$ cat config.mk
export PLATFORM = sky130hd
export DESIGN_NAME = pwm_buf_timer
export DESIGN_NICKNAME = d
export VERILOG_FILES = /design/src/rtl/pwm_tmr_pkg.sv /design/src/rtl/pwm_tmr_datapath.sv /design/src/rtl/pwm_tmr_control.sv /design/src/rtl/pwm_buf_timer.sv
export SDC_FILE = /design/constraint.sdc
export NUM_CORES = 1
export LEC_CHECK = 0
export ABC_AREA = 0
export CAP_MARGIN = 15
export CORE_MARGIN = 1
export CORE_UTILIZATION = 40
export CTS_BUF_LIST = sky130_fd_sc_hd__clkbuf_16
export CTS_CLUSTER_DIAMETER = 80
export DETAILED_ROUTE_END_ITERATION = 10
export PLACE_DENSITY_LB_ADDON = 0.08
export SYNTH_ARGS = -nofsm -noshare
export SYNTH_HDL_FRONTEND = slang
export SYNTH_SLANG_ARGS = --single-unit
$ cat constraint.sdc
create_clock -name clk -period 6.9 [get_ports clk]
set_clock_uncertainty 0.2 [all_clocks]
set_input_delay 1.035 -clock clk [delete_from_list [all_inputs] [get_ports clk]]
set_output_delay 1.035 -clock clk [all_outputs]
set_load 0.01 [all_outputs]
$ cat src/rtl/pwm_tmr_pkg.sv
package pwm_tmr_pkg;

  typedef struct packed {
    logic ldMod;
    logic ldCmp0;
    logic ldCmp1;
    logic ldCtrl;
  } wrStrb_t;

  typedef struct packed {
    logic tick;
    logic wrap;
    logic hit0;
    logic hit1;
  } cntStat_t;

  typedef struct packed {
    logic [2:0] presSel;
    logic       polHigh;
    logic       togEn;
    logic       link;
  } ctrlReg_t;

  localparam int CTRL_W = $bits(ctrlReg_t);

endpackage

$ cat src/rtl/pwm_tmr_datapath.sv
module pwm_tmr_datapath
  import pwm_tmr_pkg::*;
#(
  parameter int CNT_W = 16,
  parameter int PRE_SEL_W = 3
) (
  input  logic             clk,
  input  logic             rstN,
  input  wrStrb_t          strb,
  input  logic [CNT_W-1:0] wrData,
  output cntStat_t         stat,
  output ctrlReg_t         ctrl
);

  localparam int PRE_W = (1 << PRE_SEL_W) - 1;

  logic [CNT_W-1:0] cnt, modReg, cmp0Reg, cmp1Reg, nextCnt;
  logic [PRE_W-1:0] preCnt, preMask;
  logic tick, atTop;

  // prescaler: tick when the low n bits of a free-running counter are all ones
  assign preMask = ~({PRE_W{1'b1}} << ctrl.presSel);
  assign tick    = (preCnt & preMask) == preMask;

  assign atTop   = cnt >= modReg;
  assign nextCnt = atTop ? '0 : cnt + 1'b1;

  assign stat.tick = tick;
  assign stat.wrap = tick && atTop;
  assign stat.hit0 = tick && (nextCnt == cmp0Reg);
  assign stat.hit1 = tick && (nextCnt == cmp1Reg);

  always_ff @(posedge clk or negedge rstN) begin
    if (!rstN) begin
      preCnt  <= '0;
      cnt     <= '0;
      modReg  <= '1;
      cmp0Reg <= '1;
      cmp1Reg <= '1;
      ctrl    <= '0;
    end else begin
      preCnt <= preCnt + 1'b1;
      if (tick) cnt <= nextCnt;
      if (strb.ldMod)  modReg  <= wrData;
      if (strb.ldCmp0) cmp0Reg <= wrData;
      if (strb.ldCmp1) cmp1Reg <= wrData;
      if (strb.ldCtrl) ctrl    <= ctrlReg_t'(wrData[CTRL_W-1:0]);
    end
  end

  a_r5_tick_gap: assert property (@(posedge clk) disable iff (!rstN)
    (tick && ctrl.presSel != 0) |=> (!tick || ctrl.presSel != $past(ctrl.presSel)));

  a_r2_wrap_to_zero: assert property (@(posedge clk) disable iff (!rstN)
    stat.wrap |=> (cnt == 0));

endmodule

$ cat src/rtl/pwm_tmr_control.sv
module pwm_tmr_control
  import pwm_tmr_pkg::*;
(
  input  logic       clk,
  input  logic       rstN,
  input  logic       wrEn,
  input  logic [1:0] wrAddr,
  input  logic       wrLinkBit,
  input  cntStat_t   stat,
  input  ctrlReg_t   ctrl,
  output wrStrb_t    strb,
  output logic       ch0Out,
  output logic       ch1Out,
  output logic       ch1OutEn
);

  logic activeSel, pendingSel, linkRise, useSel, ch0Hit;
  logic ch0Next, ch1Next;

  always_comb begin
    strb        = '0;
    strb.ldMod  = wrEn && wrAddr == 2'd0;
    strb.ldCmp0 = wrEn && wrAddr == 2'd1;
    strb.ldCmp1 = wrEn && wrAddr == 2'd2;
    strb.ldCtrl = wrEn && wrAddr == 2'd3;
  end

  assign linkRise = strb.ldCtrl && wrLinkBit && !ctrl.link;
  // the register in control after this edge decides the match
  assign useSel   = stat.wrap ? pendingSel : activeSel;
  assign ch0Hit   = ctrl.link ? (useSel ? stat.hit1 : stat.hit0) : stat.hit0;

  function automatic logic pinStep(logic cur, logic hit, logic wrap, ctrlReg_t c);
    if (hit)             return !c.polHigh;
    if (wrap && c.togEn) return !cur;
    return cur;
  endfunction

  assign ch0Next  = pinStep(ch0Out, ch0Hit, stat.wrap, ctrl);
  assign ch1Next  = ctrl.link ? 1'b0 : pinStep(ch1Out, stat.hit1, stat.wrap, ctrl);
  assign ch1OutEn = !ctrl.link;

  always_ff @(posedge clk or negedge rstN) begin
    if (!rstN) begin
      activeSel  <= 1'b0;
      pendingSel <= 1'b0;
      ch0Out     <= 1'b0;
      ch1Out     <= 1'b0;
    end else begin
      ch0Out <= ch0Next;
      ch1Out <= ch1Next;
      if (linkRise) begin
        activeSel  <= 1'b0;
        pendingSel <= 1'b0;
      end else begin
        if (ctrl.link && stat.wrap) activeSel <= pendingSel;
        if (strb.ldCmp0)      pendingSel <= 1'b0;
        else if (strb.ldCmp1) pendingSel <= 1'b1;
      end
    end
  end

  a_r9_handover_at_wrap: assert property (@(posedge clk) disable iff (!rstN)
    (activeSel != $past(activeSel)) |-> ($past(stat.wrap) || $past(linkRise)));

  a_r12_ch1_released: assert property (@(posedge clk) disable iff (!rstN)
    ctrl.link |=> !ch1Out);

  a_r2_pin_on_tick: assert property (@(posedge clk) disable iff (!rstN)
    !$stable(ch0Out) |-> $past(stat.tick));

endmodule

$ cat src/rtl/pwm_buf_timer.sv
module pwm_buf_timer
  import pwm_tmr_pkg::*;
#(
  parameter int CNT_W = 16,
  parameter int PRE_SEL_W = 3
) (
  input  logic             clk,
  input  logic             rstN,
  input  logic             wrEn,
  input  logic [1:0]       wrAddr,
  input  logic [CNT_W-1:0] wrData,
  output logic             ch0Out,
  output logic             ch1Out,
  output logic             ch1OutEn
);

  wrStrb_t  strb;
  cntStat_t stat;
  ctrlReg_t ctrl;

  pwm_tmr_datapath #(.CNT_W(CNT_W), .PRE_SEL_W(PRE_SEL_W)) uDp (
    .clk(clk), .rstN(rstN), .strb(strb), .wrData(wrData),
    .stat(stat), .ctrl(ctrl)
  );

  pwm_tmr_control uCtl (
    .clk(clk), .rstN(rstN), .wrEn(wrEn), .wrAddr(wrAddr),
    .wrLinkBit(wrData[0]), .stat(stat), .ctrl(ctrl), .strb(strb),
    .ch0Out(ch0Out), .ch1Out(ch1Out), .ch1OutEn(ch1OutEn)
  );

endmodule

# == Word level (Yosys, flattened, before mapping) ==
# Index checks and enable logic that the tools add are counted.
# totals
register_bits,81
inputBits,21
# op_classes
add_sub_neg,2
order_cmp,1
eq_ne,6
n_shift,1
muxes,23
n_bitwise,2
n_reduce_logical,20
# op_table
operator,n
$eq A16 B16 Y1,2
$mux W1,22
$add A16 B1 Y16 const B,1
$ge A16 B16 Y1,1
$mux W16,1
$logic_and A1 B1 Y1,11
$add A7 B1 Y7 const B,1
$and A7 B7 Y7,1
$eq A7 B7 Y1,1
$not A7 Y7,1
$shl A7 B3 Y7 const A,1
$reduce_bool A3 Y1,2
$eq A2 B2 Y1 const B,2
$logic_not A1 Y1,4
$reduce_bool A2 Y1,2
$eq A2 B1 Y1 const B,1
$logic_not A2 Y1,1

# == Depth between registers and ports, before layout ==
# Gate-level depths: netlist (run 1).
# logic_depth
depth_word,12
mapped_depth,12
ltp_nobuf,11

# == By module ==
# Synthesis (run 1) repeated with hierarchy kept, for this count alone.
# hier_totals
cells_unflattened,510
hier_area_um2,5044.8
# by_module_without_submodules
mod,instances,cells_each,area_each_um2
pwm_tmr_datapath,1,483,4802.1
pwm_tmr_control,1,27,242.7

# == Least setup slack after synthesis (run 1) ==
# No wires, ideal clock.
# synth_timing
path_type,reg2reg
startpoint,reg uDp.modReg[15]
endpoint,reg uCtl.ch0Out
setup_ns,0.079
t_arrival_ns,2.719
path_slack_ns,3.902
path_stages_with_launch,13
n_path_buf,1
period_less_slack_ns,2.998
cell_sequence,dfstp_2 -> inv_1 -> ha_1 -> and4_1 -> nand3_1 -> a221o_1 -> nand3_1 -> buf_4 -> nor2_1 -> o32ai_1 -> nand4_2 -> o32ai_2 -> mux2i_1
# synth_between
elab_chain_cells,8
elab_cells_between_ends,18
classes_between,1 x order compare; 2 x eq/ne; 10 x mux; 5 x reduce/logical
# synth_lines
item,line_no,source
from (decl),pwm_tmr_datapath.sv:17,"logic [CNT_W-1:0] cnt, modReg, cmp0Reg, cmp1Reg, nextCnt;"
from (signal assigned),pwm_tmr_datapath.sv:44,if (strb.ldMod) modReg <= wrData;
$ge A16 B16 Y1 (*),pwm_tmr_datapath.sv:25,assign atTop = cnt >= modReg;
$mux W16,pwm_tmr_datapath.sv:26,assign nextCnt = atTop ? '0 : cnt + 1'b1;
"$eq A16 B16 Y1, on equally long branches","pwm_tmr_datapath.sv:30, pwm_tmr_datapath.sv:31",
"$logic_and A1 B1 Y1, on equally long branches","pwm_tmr_datapath.sv:30, pwm_tmr_datapath.sv:31",
$mux W1 (2 in series),pwm_tmr_control.sv:31,assign ch0Hit = ctrl.link ? (useSel ? stat.hit1 : stat.hit0) : stat.hit0;
$mux W1,pwm_tmr_control.sv:34,if (hit) return !c.polHigh;
$mux W1 or $reduce_bool A2 Y1 (tied branches),n/a,
to (signal assigned),pwm_tmr_control.sv:50,ch0Out <= ch0Next;
to (decl),pwm_tmr_control.sv:12,"output logic ch0Out,"
# Mark *: on every way between the ends. The rest lies on a longest branch, timed or not. The select of a mux whose other input is x is not followed.
# A chain may end at the register's enable or synchronous reset.

# == Worst setup path after layout (run 1) ==
# layout_timing
startpoint,reg uDp.cnt[3]
endpoint,reg uCtl.ch0Out
# layout_between
elab_chain_cells,8
elab_cells_between_ends,19
classes_between,1 x add/sub; 1 x order compare; 2 x eq/ne; 10 x mux; 5 x reduce/logical
# layout_lines
item,line_no,source
from (decl),pwm_tmr_datapath.sv:17,
from (signal assigned),pwm_tmr_datapath.sv:43,if (tick) cnt <= nextCnt;
$add A16 B1 Y16 or $ge A16 B16 Y1 (tied branches),"pwm_tmr_datapath.sv:26, pwm_tmr_datapath.sv:25",
$mux W16,pwm_tmr_datapath.sv:26,
"$eq A16 B16 Y1, on equally long branches","pwm_tmr_datapath.sv:30, pwm_tmr_datapath.sv:31",
"$logic_and A1 B1 Y1, on equally long branches","pwm_tmr_datapath.sv:30, pwm_tmr_datapath.sv:31",
$mux W1 (2 in series),pwm_tmr_control.sv:31,
$mux W1,pwm_tmr_control.sv:34,
$mux W1 or $reduce_bool A2 Y1 (tied branches),n/a,
# Parallel ways exist; a longest one is shown, timed or not. The select of a mux whose other input is x is not followed.

==> metrics.txt, run 1 <==
status finished, violations left; failing checks DRC; design area 5470 µm²; Post-DP HPWL 8.46 mm; root buffer cell clkbuf_16; Skew-Pair Late Insertion Delay 0.35 ns; ys flop type dfstp_2; H-tree levels 3; Num CTS Buffers 9; RR Startpoint uDp.cnt[3]; Period Utilization, post-route 52.2%; Post-synth ARST share 100%; post-synth top area share 26.1%; most frequent cell after synthesis nand2_1; die height 112 µm; CTS tree built; WL final 12.0 mm; GRT Resource Usage Total 20.7%; WL per Instance 18.8 µm; buffers added on ports 23; Worst Path Arrival 3.67 ns; Max Root-Sink Buffers 2; Post-Syn Instances 471; relative slew slack 27.4%; Initial Utilization 41.6%; placer congestion estimate 0.804; CP required 6.97 ns; FMAX 0.278 GHz; Seq cells post-synth 81; Min-Delay Path Depth 1; Via density 5.69; type of origin of the critical path register; final-report setup violation count 0; Placeable Area 11600 µm²; grt ovf 0; Lkg Pwr 2.20 nW; Die Wd 112 µm; HP Start uDp.preCnt[6]; Post-DP Area 5160 µm²; # IOs 24; synth top area cells dfstp_2 26%, dfrtp_1 17%, mux2_2 8.4%, ha_1 4.7%, o21ai_0 4.5%; Area growth, synth to finish 13.2%; Die ar. 12500 µm²; DRC errors left 1; clock transition at the registers of the reported paths 0.06 ns; vias in the first global route 3517; Layout Cells excl Fill 637; maxcap violations 0; # hold bufs at CTS 0; Post-synth EDFFs 0; synth warn 0; reg2reg setup slack 3.30 ns; Seq/Total Area, Yosys 43.2%; fin crit period 3.60 ns; top cells by count, synth 50 x nand2_1, 48 x dfstp_2, 43 x o21ai_0; setup slack after layout 3.30 ns; syn_area_per_cell 10.3 µm²; CP max FO 11; dpl ws 3.31 ns; post-route ant nets 0; FF-to-FF End uCtl.ch0Out; Worst R2R Path Depth 8; Worst Max-Slew Pin Slew 1.09 ns; Ant. Diodes 0; CP endpoint kind register; layout cells sized above 1 23.7%; CTS resizes 0; Peak VDD IR 179 µV; NumNets Final 528; TNS Setup 0 ns; vias 3623; HP Class reg -> reg; std cell rows 39; Placed Cells 621; Crit Path Category reg -> reg; Syn Std Cell Area 4830 µm²; post-CTS setup buffers 0; endpoints failing hold 0; final core occ 47.1%; Pwr per Cell Area 287 nW/µm²; RSZ-0062 raised after global routing no; launch point of the worst path uDp.cnt[3]; largest net degree at the start of global routing 63; number of antenna violations at the first check in global routing 0; clock sink count 81; max-slew violations 0; syn nets 510; Synth area leader dfstp_2; first-pass GRT wire length 19.7 mm; Unique masters post-synth 63; worst hold path endpoint uDp.preCnt[6]; DR pass1 iterations 8; Iteration-0 DRC Markers 208
==> stage by stage <==
stage / power [mW] / hold WS [ns]
after global placement: 1.06 / 0.262
after CTS: 1.58 / 0.281
after global routing: 1.66 / 0.287
final: 1.57 / 0.281
after detailed placement: 1.06 / 0.269
after floorplan: 0.945 / 0.237
==> cell usage in the layout (no fill, tap or decap), types with 8 or more instances in the layout <==
master            n
o21ai_0          42
dfstp_2          48
clkdlybuf4s50_1  22
xor2_1           17
nand3_1          22
nor3_1            8
xnor2_1          18
clkbuf_16         9
dfrtp_1          33
ha_1             18
a21oi_1          19
nand2_1          50
inv_1            25
mux2_2           36
nor2_1           17
==> where the power goes <==
group          leakage (nW)  total (mW)  switching, mW  internal (mW)
clock network         0.148       0.509          0.196          0.313
logic                  1.13       0.380          0.210          0.169
registers             0.928       0.680         0.0927          0.587
total                  2.20        1.57          0.500           1.07
==> critical path, cell delays in order (launching register included) <==
cell,delay (ns)
dfrtp_1,0.54
nand4_2,0.43
or4_4,0.70
xor2_1,0.31
a21oi_1,0.12
o32ai_1,0.45
nand4_2,0.23
o32ai_2,0.33
mux2i_1,0.21
==> worst max-delay path by stage <==
stage                  end  slack, ns
2_1_floorplan  uCtl.ch0Out       3.90
3_3_place_gp   uCtl.ch1Out       3.36
3_5_place_dp   uCtl.ch0Out       3.31
4_1_cts        uCtl.ch1Out       3.27
5_1_grt        uCtl.ch1Out       3.05
6_report       uCtl.ch0Out       3.30
==> layout make-up <==
cell class                 instances  area [µm²]
fill                            1066        6140
multi-input combinational        346        2550
sequential                        81        2090
timing repair buffer              27         258
clock buffer                       9         225
tap                              143         179
inverter                          24        90.1
clock inverter                     7        86.3
==> routing by layer <==
layer / global-route usage [%] / wire length [µm] / vias up
li1: - / - / 1745
met1: 28.0 / 5660 / 1775
met2: 32.6 / 5560 / 87
met3: 4.52 / 527 / 16
met4: 7.73 / 221 / 0
met5: 0 / 0 / -
==> logic make-up after synthesis <==
kind of cell | after synthesis | share of synthesized area, %
AOI/OAI and AO/OA | 103 | 13.3
xor gates and xnor gates | 38 | 7.71
DFF | 81 | 43.2
buffers and inverters | 44 | 4.27
and+or+nand+nor | 147 | 17.7
adders and majority gates | 18 | 4.66
muxes | 40 | 9.21
==> flip-flops by register name, indices dropped and copies added (netlist names) <==
signal and count:
uDp.cmp1Reg 16, uDp.ctrl 6, uDp.cmp0Reg 16, uCtl.ch0Out 1, uCtl.ch1Out 1, uDp.preCnt 7, uCtl.pendingSel 1, uCtl.activeSel 1
uDp.cnt 16, uDp.modReg 16
Note: power is estimated with default switching activity, not from simulation.
==> inputs of run 2 (changes only) <==
clock period = 3.2 ns   (was 6.9 ns; I/O delays follow)
==> run 2 against run 1 <==
  * The run still ends with DRC left
  * Maximum frequency is 14% higher
  * Power is 120% higher
  * Largest cell class unchanged
  * Via count grew 4.7%
  * Cell area is 9.7% higher
  * Critical path depth increased by 4
  * Combinational power grew to 2.7 times the previous value
  * Highest routed layer unchanged
  * Wire length grew 5.0%
  * Sequential power rose by 110%
  * Setup slack got worse by 3.3 ns
  * First-iteration DRC count is 3.8% higher
==> metrics.txt, run 2 (synthesis results as in run 1) <==
endpoints failing hold 0; most common cell after layout, fill and taps aside nand2_1; vias 3792; buffers added on ports 23; Pwr per Cell Area 564 nW/µm²; sequential cell area 2090 µm²; dpl ws -0.103 ns; multi-input logic area 2810 µm²; type of origin of the critical path register; Post-DP Area 5450 µm²; CP max FO 4; Num CTS Buffers 9; Post-DP HPWL 9.08 mm; Worst Path Arrival 3.23 ns; Period Utilization, post-route 98.7%; HP Class in -> async; largest net degree at the start of global routing 70; layout cells sized above 1 37.1%; Peak VDD IR 419 µV; std cell rows 39; CP endpoint kind register; NumNets Final 570; Worst Max-Slew Pin Slew 0.898 ns; number of antenna violations at the first check in global routing 0; WL final 12.6 mm; WL per Instance 18.5 µm; relative slew slack 40.1%; max-slew violations 0; fin crit period 3.16 ns; GRT Resource Usage Total 21.5%; status finished, violations left; H-tree levels 3; # hold bufs at CTS 0; placer congestion estimate 0.828; vias in the first global route 3805; CTS tree built; Via density 5.58; FMAX 0.317 GHz; Lkg Pwr 2.41 nW; Initial Utilization 41.6%; CP required 3.27 ns; # fillers 1096; clock transition at the registers of the reported paths 0.06 ns; first-pass GRT wire length 20.5 mm; root buffer cell clkbuf_16; setup slack after layout 0.0409 ns; # IOs 24; Die Wd 112 µm; most frequent cells in the layout 50 x nand2_1, 48 x dfstp_2, 45 x buf_4, 41 x o21ai_0, 36 x mux2_2; grt ovf 0; Iteration-0 DRC Markers 216; final-report setup violation count 0; post-route ant nets 0; maxcap violations 0; die height 112 µm; Max Root-Sink Buffers 2; DR pass1 iterations 7; Ant. Diodes 0; Crit Path Category reg -> reg; design area 6000 µm²; clock sink count 81; Die ar. 12500 µm²; Skew-Pair Late Insertion Delay 0.35 ns; failing checks DRC; Worst R2R Path Depth 12; Area growth, synth to finish 24.2%; Placeable Area 11600 µm²; RSZ-0062 raised after global routing yes; DRC errors left 1
-- run 2: cell types whose count changed in the layout (fill, tap and decap cells not counted), moves of 3 or more --
| cell | previous run | this run |
|---|---|---|
| buf_4 | 5 | 45 |
| clkinv_2 | 0 | 3 |
| ha_1 | 18 | 7 |
| ha_4 | 0 | 10 |
| inv_1 | 25 | 16 |
| inv_2 | 0 | 9 |
| o32ai_1 | 7 | 4 |
| xor2_1 | 17 | 14 |
| xor2_2 | 0 | 3 |
-- run 2: critical path, cell delays in order (launching register included) --
cell	delay (ns)
dfstp_2	0.53
inv_2	0.04
ha_4	0.26
and4_4	0.26
nand3_2	0.07
a221o_1	0.33
buf_4	0.15
nand4_1	0.12
xor2_1	0.21
o2111a_1	0.27
nand4_4	0.13
o32ai_4	0.30
mux2i_1	0.21
-- run 2: path summary, 6_finish.rpt --
check	end	startpoint	slack, ns
max	uCtl.ch0Out	uDp.modReg[11]	0.04
min	uDp.cnt[15]	rstN	0.06
max reg2reg	uCtl.ch0Out	uDp.modReg[11]	0.04
min reg2reg	uDp.preCnt[6]	uDp.preCnt[6]	0.28
max in group asynchronous	uDp.cmp0Reg[7]	rstN	1.93
min in group clk	uDp.preCnt[6]	uDp.preCnt[6]	0.28
-- run 2: repair_timing --
item                       4_1_cts  5_1_grt
setup endpoints to repair        2        2
pin swaps                        4       18
gates resized for setup         10       38
setup buffers                    1        2
-- run 2: area by class of cell --
type,instances,area share (%)
repair buffers,69,9.67
inverters,24,1.50
flip-flops and latches,81,34.8
well taps,143,2.98
multi-input cells,346,46.8
clock buffers,9,3.75
clock inverters,7,0.500
-- run 2: report_power, final --
part	total (mW)	switching [mW]	internal, mW
registers	1.44	0.172	1.27
logic	1.03	0.548	0.478
clock network	0.919	0.409	0.510
total	3.38	1.13	2.26
-- run 2: metal layers --
metal | vias up | global-route usage, % | part of all wire [%]
met4 | 0 | 8.53 | 2.2
met2 | 60 | 34.0 | 46
li1 | 1829 | - | -
met3 | 17 | 3.59 | 2.7
met5 | - | 0 | 0
met1 | 1886 | 29.5 | 49
-- run 2: metrics by stage --
step / cells / power, mW / hold slack (ns) / setup TNS [ns] / utilization [%]
after floorplan: 471 / 2.04 / -0.0156 / 0 / -
after global placement: 660 / 2.38 / 0.261 / -0.0473 / 47.0
after detailed placement: 660 / 2.39 / 0.263 / -0.103 / 47.0
after CTS: 677 / 3.35 / 0.0910 / 0 / 49.6
after global routing: 679 / 3.59 / 0.140 / -0.117 / 51.7
final: 679 / 3.38 / 0.0618 / 0 / 51.7
==> inputs of run 3 (changes only) <==
ABC_CLOCK_PERIOD_IN_PS = 3200   (was unset)
SYNTH_HIERARCHICAL = 1   (was unset)
==> run 3 against run 2 <==
  * The run ends with setup timing left
  * Global-route usage grew 2.6 points
  * Core utilization grew 1.3 points
  * Setup slack lost 0.29 ns
  * Maximum frequency shrank 8.3%
==> metrics.txt, run 3 <==
vias 4311; Worst Path Arrival 3.47 ns; Ant. Diodes 0; buffers added on ports 23; Peak VDD IR 254 µV; endpoints failing hold 0; H-tree levels 3; Skew-Pair Late Insertion Delay 0.34 ns; maxcap violations 0; Slowest Stage Delay on Critical Path 0.55 ns; reg2reg setup slack -0.25 ns; Lkg Pwr 2.74 nW; CP required 3.22 ns; CP endpoint kind register; failing checks setup timing; status finished, violations left; Die ar. 13000 µm²; Placeable Area 12200 µm²; setup slack after layout -0.246 ns; Initial Utilization 41.4%; HP Class in -> async; Placed Cells 749; WL per Instance 18.8 µm; RSZ-0062 raised after global routing yes; grt met2 use 39.2%; DRC errors left 0; routing usage on met1 33.1%; Pwr per Cell Area 550 nW/µm²; Iteration-0 DRC Markers 329; vias in the first global route 4326; first-pass GRT wire length 23.6 mm; clock sink count 81; CTS tree built; launch point of the worst path uDp/modReg[0]; Num CTS Buffers 9; # IOs 24; FF-to-FF End uCtl/ch0Out; Layout Cells excl Fill 772; Crit path max-delay family compound AO/OA/AOI/OAI gates; Area growth, synth to finish 27.9%; Worst Max-Slew Pin Slew 0.978 ns; max-slew violations 0; Post-DP HPWL 10.6 mm; Worst R2R Path Depth 12; Max Root-Sink Buffers 2; type of origin of the critical path register; root buffer cell clkbuf_16; NumNets Final 638; final-report setup violation count 2; clock transition at the registers of the reported paths 0.06 ns; CP max FO 7; GRT Resource Usage Total 24.2%; layout cells sized above 1 35.3%; Setup crit end uCtl/ch0Out; most common cell after layout, fill and taps aside buf_4; die height 114 µm; largest net degree at the start of global routing 77; Period Utilization, post-route 108%; grt ovf 0; Buf/Inv on CP 2; # hold bufs at CTS 0; crit-path cells ha_4, nand2b_4, a2111oi_4, buf_4, o311ai_4, a2111o_1, a211oi_2, o32ai_2, nor4_2, buf_4, mux2i_1, mux2i_1; final core occ 53.0%; Syn Std Cell Area 5040 µm²; GRT busiest layer met2; GR Layer Usage met3 3.28%; std cell rows 40; relative slew slack 34.8%; post-route ant nets 0; most frequent cells in the layout 78 x buf_4, 57 x nand2_1, 50 x o21ai_0, 48 x dfstp_2, 35 x inv_1; Stages on worst setup path 12; syn nets 548; Post-Syn Instances 509; DR pass1 iterations 5; Crit Path Category reg -> reg; fin crit period 3.45 ns; RR Startpoint uDp/modReg[0]; placer congestion estimate 0.905; Die Wd 114 µm; synth warn 6; Post-DP Area 5970 µm²; design area 6440 µm²; Via density 5.58; WL final 14.5 mm; FMAX 0.290 GHz; slowest stage cell, crit path dfstp_2; syn_area_per_cell 9.90 µm²; number of antenna violations at the first check in global routing 0
[run 3: per-layer routing]
| metal | up-vias | wire, µm |
|---|---|---|
| met4 | 0 | 279 |
| met1 | 2136 | 6860 |
| li1 | 2039 | - |
| met3 | 20 | 635 |
| met2 | 116 | 6770 |
| met5 | - | 0 |
[run 3: layout make-up]
type                            instances  area, µm²
Clock buffer                            9        225
Clock inverter                          7       37.5
Fill cell                            1105       5720
Inverter                               35        131
Multi-Input combinational cell        371       2920
Sequential cell                        81       2090
Tap cell                              168        210
Timing Repair Buffer                  101        826
[run 3: power by group]
part	internal [mW]	switching [mW]	total, mW	leakage (nW)
registers	1.27	0.142	1.41	0.928
logic	0.575	0.624	1.20	1.68
clock network	0.515	0.420	0.936	0.126
[run 3: how the worst min path moves through the flow]
stage,from,endpoint,slack (ns),depth (start not counted)
after global routing,rstN,uDp/cnt[0],0.19,1
after global placement,uDp/preCnt[6],uDp/preCnt[6],0.25,1
after CTS,rstN,uDp/cnt[6],0.15,1
after detailed placement,uDp/preCnt[6],uDp/preCnt[6],0.26,1
final,rstN,uDp/cnt[6],0.11,1
after floorplan,rstN,uCtl/activeSel,-0.02,0
[run 3: worst register-to-register path: stages, from the launching register on]
cell       delay [ns]
dfstp_2          0.55
ha_4             0.19
nand2b_4         0.14
a2111oi_4        0.33
buf_4            0.18
o311ai_4         0.16
a2111o_1         0.43
a211oi_2         0.30
o32ai_2          0.12
nor4_2           0.31
buf_4            0.18
mux2i_1          0.08
mux2i_1          0.14
[run 3: what timing repair did]
action,CTS,global route
endpoints found under the setup margin,2,2
pin swaps,13,11
gates resized for setup,15,6
setup buffers,2,5
[run 3: stage by stage]
| stage | power [mW] | setup TNS [ns] | worst slack, ns | hold slack (ns) |
|---|---|---|---|---|
| finish | 3.54 | -0.437 | -0.246 | 0.108 |
| floorplan | 2.10 | 0 | 0.0111 | -0.0156 |
| CTS | 3.54 | -0.330 | -0.195 | 0.149 |
| global placement | 2.53 | -0.440 | -0.221 | 0.255 |
| global route | 3.75 | -0.693 | -0.364 | 0.188 |
| detailed placement | 2.55 | -0.526 | -0.267 | 0.262 |
